File: src/rtl/turn_brake_lamp_ctrl.sv
module turn_brake_lamp_ctrl #(
  parameter int TIMEOUT_TICKS = 9155
) (
  input  logic clk,
  input  logic rst_n,
  input  logic tick,
  input  logic flash_lit,
  input  logic engine_lvl,
  input  logic brake_lvl,
  input  logic tgl_engine,
  input  logic tgl_brake,
  input  logic tgl_hazard,
  input  logic tgl_left,
  input  logic tgl_right,
  input  logic tgl_cancel,
  output logic lamp_fl_n,
  output logic lamp_fr_n,
  output logic lamp_rl_n,
  output logic lamp_rr_n,
  output logic drv_en,
  output logic sleep_req
);

  localparam int CW = $clog2(TIMEOUT_TICKS + 1);
  localparam logic [CW-1:0] RELOAD = CW'(TIMEOUT_TICKS);

  logic hazard_q, left_q, right_q, brake_q, sleep_q;
  logic [CW-1:0] cnt_q;
  logic [3:0] lit;

  wire reload = tgl_engine | tgl_brake | tgl_hazard;
  wire run    = tick & ~engine_lvl & ~hazard_q & ~brake_q & (cnt_q != '0);

  always_ff @(posedge clk) begin
    if (!rst_n) begin
      hazard_q <= 1'b0;
      left_q   <= 1'b0;
      right_q  <= 1'b0;
      brake_q  <= 1'b0;
    end else begin
      hazard_q <= hazard_q ^ tgl_hazard;
      if (tgl_brake) brake_q <= brake_lvl;
      if (tgl_cancel) begin
        left_q  <= 1'b0;
        right_q <= 1'b0;
      end else if (tgl_left ^ tgl_right) begin
        left_q  <= tgl_left;
        right_q <= tgl_right;
      end
    end
  end

  always_ff @(posedge clk) begin
    if (!rst_n || reload) begin
      cnt_q   <= RELOAD;
      sleep_q <= 1'b0;
    end else if (run) begin
      cnt_q <= cnt_q - 1'b1;
      if (cnt_q == CW'(1)) sleep_q <= 1'b1;
    end
  end

  always_comb begin
    lit = 4'b0000;
    if (hazard_q)     lit = {4{flash_lit}};
    else if (left_q)  lit = {flash_lit, 1'b0, flash_lit, 1'b0};
    else if (right_q) lit = {1'b0, flash_lit, 1'b0, flash_lit};
    if (brake_q)      lit[1:0] = 2'b11;
    if (sleep_q)      lit = 4'b0000;
  end

  assign {lamp_fl_n, lamp_fr_n, lamp_rl_n, lamp_rr_n} = ~lit;
  assign drv_en    = ~sleep_q & (hazard_q | left_q | right_q | brake_q);
  assign sleep_req = sleep_q;

  always_comb begin
    if (rst_n) a_turn_exclusive_r3: assert (!(left_q && right_q));
  end

  p_hazard_flip_r2: assert property (@(posedge clk) disable iff (!rst_n)
    tgl_hazard |=> hazard_q != $past(hazard_q));

  p_cancel_clears_r4: assert property (@(posedge clk) disable iff (!rst_n)
    tgl_cancel |=> !left_q && !right_q);

  p_brake_rear_steady_r7: assert property (@(posedge clk) disable iff (!rst_n)
    (brake_q && !sleep_q) |-> (!lamp_rl_n && !lamp_rr_n));

  p_drv_steady_r9: assert property (@(posedge clk) disable iff (!rst_n)
    ((hazard_q || left_q || right_q || brake_q) && !sleep_q) |-> drv_en);

  p_no_underflow_r10: assert property (@(posedge clk) disable iff (!rst_n)
    (cnt_q == '0 && !reload) |=> cnt_q == '0);

  p_zero_means_sleep_r10: assert property (@(posedge clk) disable iff (!rst_n)
    (cnt_q == '0) |-> sleep_q);

  p_reload_wakes_r11: assert property (@(posedge clk) disable iff (!rst_n)
    reload |=> !sleep_req && cnt_q == RELOAD);

  p_sleep_dark_r12: assert property (@(posedge clk) disable iff (!rst_n)
    sleep_req |-> (lamp_fl_n && lamp_fr_n && lamp_rl_n && lamp_rr_n && !drv_en));

endmodule

File: config.mk
export PLATFORM = sky130hd
export DESIGN_NAME = turn_brake_lamp_ctrl
export DESIGN_NICKNAME = d
export VERILOG_FILES = /design/src/rtl/turn_brake_lamp_ctrl.sv
export SDC_FILE = /design/constraint.sdc
export NUM_CORES = 1
export LEC_CHECK = 0
export BUFFER_PORTS_ARGS = -buffer_cell sky130_fd_sc_hd__buf_2
export CORE_ASPECT_RATIO = 0.7
export CORE_MARGIN = 2
export CORE_UTILIZATION = 54
export DETAILED_ROUTE_END_ITERATION = 10
export PLACE_DENSITY_LB_ADDON = 0.08
export SLEW_MARGIN = 10
export SYNTH_ARGS = -nofsm -noshare
export SYNTH_HDL_FRONTEND = slang
export SYNTH_SLANG_ARGS = --single-unit
File: constraint.sdc
create_clock -name clk -period 2.7 [get_ports clk]
set_clock_uncertainty 0.15 [all_clocks]
set_input_delay 0.27 -clock clk [delete_from_list [all_inputs] [get_ports clk]]
set_output_delay 0.27 -clock clk [all_outputs]
set_load 0.1 [all_outputs]
==> impl_summary.log <==
[metrics] status: completed
[metrics] maximum count of clock buffers along a single path: 2
[metrics] full die area: 2280 sq um
[metrics] Sink Count: 19
[metrics] final-report hold violation count: 0
[metrics] synthesized area per cell: 8.737 sq um
[metrics] global-route wire length before repair: 3.539 mm
[metrics] number of nets with antenna violations after routing: 0
[metrics] Crit path largest cell delay: 470 ps
[metrics] setup tns final: 0 ps
[metrics] Lkg Pwr: 0.4673 nW
[metrics] share of flip-flops with an asynchronous set or reset after synthesis: 0%
[metrics] share of Yosys cell area claimed by the top area cell type: 36.89%
[metrics] final period demand of the worst path: 2072 ps
[metrics] prevailing post-synth register cell: sky130_fd_sc_hd__dfxtp_1
[metrics] type of the most critical hold path: input pin to flip-flop
[metrics] routing layer with the top usage in global route: met2
[metrics] main area contributors after synthesis: sky130_fd_sc_hd__dfxtp_1 37%, sky130_fd_sc_hd__o21ai_0 5.3%, sky130_fd_sc_hd__or4_1 4.4%, sky130_fd_sc_hd__nor2_1 3.3%, sky130_fd_sc_hd__nand2_1 2.5%
[metrics] slew margin rel.: 67.68%
[metrics] library cell occupying the most area in the post-synthesis netlist: sky130_fd_sc_hd__dfxtp_1
[metrics] final max-slew violation count: 0
[metrics] half-perimeter wire length after placement: 1.704 mm
[metrics] total placed cells including tap cells: 156
[metrics] Final Hold Slack: 87.91 ps
[metrics] family with the most delay on the worst path: simple AND/OR/NAND/NOR gates
[metrics] post-synthesis sequential area ratio: 36.89%
[metrics] Final Net Count: 153
[metrics] met1 routing resource usage after global routing: 29.42%
[metrics] startpoint of the most critical register-to-register path: cnt_q[0]$_SDFFE_PP1P_
[metrics] post-synthesis to final-layout area growth: 16.38%
[metrics] Critical-path top delay cell: sky130_fd_sc_hd__or4_1
[metrics] CP Buf/Inv Count: 1
[metrics] largest driver fanout on the critical path: 10
[metrics] Core Footprint: 1822 sq um
[metrics] postcts setup bufs: 0
[metrics] die width: 56.23 um
[metrics] Initial Utilization: 56.59%
[metrics] transition time at the pin with the least slew margin: 488.2 ps
[metrics] clock slew seen by the registers of the worst setup and hold paths: 100 ps
[metrics] Power per Cell Area: 451.9 nW/um^2
[metrics] GR Layer Usage met3: 6.774%
[metrics] total of max-cap violations: 0
[metrics] fraction of layout cells with a size suffix above 1: 24.64%
[metrics] launching element type of the critical path: flip-flop
[metrics] Peak supply drop: 0.3956 mV
[metrics] Fmax: 482.7 MHz
[metrics] Setup CP Type: flip-flop to flip-flop
[metrics] met2 Resource Use GR: 32.06%
[metrics] Detailed Route WL: 2.219 mm
[metrics] synthesized instance count: 118
[metrics] Top-Level Pins: 18
[metrics] minimum setup slack after placement: 648.3 ps
[metrics] All-Layer GR Usage: 21.16%
[metrics] clk root buf: sky130_fd_sc_hd__clkbuf_4
[metrics] number of gates given a new drive strength after cts: 0
[metrics] net count of the mapped netlist: 132
[metrics] data required time at the worst endpoint: 2780 ps
[metrics] final design utilization: 65.87%
[metrics] maximum number of pins on one net before global-route repair: 12
[metrics] antenna violations before repair: 0
[metrics] library cells used by synthesis: 42
[metrics] Starting DRT DRC Count: 39
[metrics] DRC violation count after routing: 0
[metrics] post-route worst setup slack: 628.4 ps
[metrics] maximum level of the CTS H-tree: 1
[metrics] non-filler cells in the finished layout: 160
[metrics] unrepaired setup endpoints after global routing: no
[metrics] vias in the first global route: 789
[metrics] flops & latches, synth: 19
[metrics] count of buffers from port buffering: 17
[metrics] Yosys warning total: 0
[metrics] area of all placed cells without fillers: 1200 sq um
[metrics] residual overflow from global routing: 0
[metrics] setup-violating endpoint count in the final report: 0
[metrics] worst-path cell chain: inv_1 > ha_1 > nor3b_1 > and4_2 > or4_1 > a21oi_1
[metrics] total chip power: 542.3 uW
[metrics] Worst EP arrival: 2160 ps
[metrics] CTS tree: yes
[metrics] router iterations before antenna repair: 4
[metrics] Wirelength per Cell: 13.87 um
[metrics] launching instance or port of the critical path: cnt_q[0]$_SDFFE_PP1P_
[metrics] HP Start: rst_n
[metrics] final weighted congestion in routability-driven placement: 0.8169
[metrics] Die Ht: 40.56 um
[metrics] Netlist Area Pre-Place: 1031 sq um
[metrics] latest clock arrival within the worst-skew pair: 300 ps
[metrics] hold buffer count at CTS: 0
[metrics] EDFF count, synth: 0
[metrics] placed instance area: 1174 sq um
[metrics] Period Utilization, post-route: 76.73%
[metrics] number of clock buffers inserted by TritonCTS: 3
[metrics] routed via count: 945
[metrics] placement row count: 13
[metrics] number of antenna cells inserted: 0
[metrics] critical path endpoint category: flip-flop
[metrics] routed vias/inst: 5.906
-- path summary, 6_finish.rpt --
kind | end | slack, ps | cells past startpoint
setup reg to reg | cnt_q[3]$_SDFFE_PP0P_ | 630 | 6
setup / recovery | cnt_q[3]$_SDFFE_PP0P_ | 630 | 6
hold reg to reg | cnt_q[10]$_SDFFE_PP0P_ | 350 | 2
hold / removal | hazard_q$_SDFF_PN0_ | 90 | 2
-- sequential cells by signal, summed over array words and instances, names as in the netlist --
name	flops
cnt_q	14
brake_q	1
hazard_q	1
left_q	1
right_q	1
sleep_req	1
-- worst register-to-register path: cells and delay by family, from the launching register on --
family / cells / cell delay [ps]
flops: 1 / 400
compound gates: 1 / 150
buf+inv: 1 / 70
simple gates: 3 / 950
fa+ha+maj: 1 / 290
-- layout make-up --
| type | count | area [sq um] |
|---|---|---|
| Tap cell | 22 | 27.53 |
| Clock buffer | 4 | 26.28 |
| Multi-Input combinational cell | 91 | 641.9 |
| Sequential cell | 19 | 381.6 |
| Fill cell | 154 | 621.8 |
| Inverter | 4 | 15.01 |
| Timing Repair Buffer | 20 | 107.6 |
-- synth_stat cells (all sizes together) (2+ instances only) --
cell / n
ha: 2
dfxtp: 19
and3b: 2
or3: 3
o31ai: 3
a21oi: 5
buf: 3
nand3: 5
nor2: 9
a211o: 2
nor2b: 3
o21ai: 11
and4: 2
nand2: 7
nand4b: 2
and3: 3
nor3: 2
or4: 6
nor4: 3
nor4b: 2
nand4: 5
a21boi: 2
inv: 4
-- cell families (layout without fill, tap and decap cells) --
group	Yosys count	in the layout	share of synthesized area [%]
and+or+nand+nor	58	58	37.38
AOI/OAI and AO/OA	28	28	16.75
DFF	19	19	36.89
buffers and inverters	8	28	3.760
xor gates and xnor gates	1	1	0.8497
muxes	1	1	0.9709
adders and majority gates	3	3	3.398
-- power breakdown --
part | switching, mW | internal (mW) | leakage (nW)
sequential | 0.00737 | 0.284 | 0.154
combinational | 0.0791 | 0.0292 | 0.298
clock | 0.0853 | 0.0576 | 0.0150
-- cell usage in the layout, fill, tap and decap left out, drive strengths merged, types with 2 or more instances in the layout --
master and n:
nor4b 2, clkbuf 4, nor2b 3, nor4 3, a21boi 2, dfxtp 19, and4 2, nor2 9
a211o 2, inv 4, o21ai 11, and3b 2, and3 3, nand4 5, o31ai 3, ha 2
nor3 2, or4 6, or3 3, nand2 7, a21oi 5, buf 20, nand3 5, nand4b 2
-- per-layer routing --
| layer | wire length (um) | up-vias |
|---|---|---|
| met4 | 13 | 0 |
| li1 | - | 494 |
| met1 | 1101 | 425 |
| met2 | 962 | 24 |
| met5 | 0 | - |
| met3 | 142 | 2 |
Note: power is estimated with default switching activity, not from simulation.
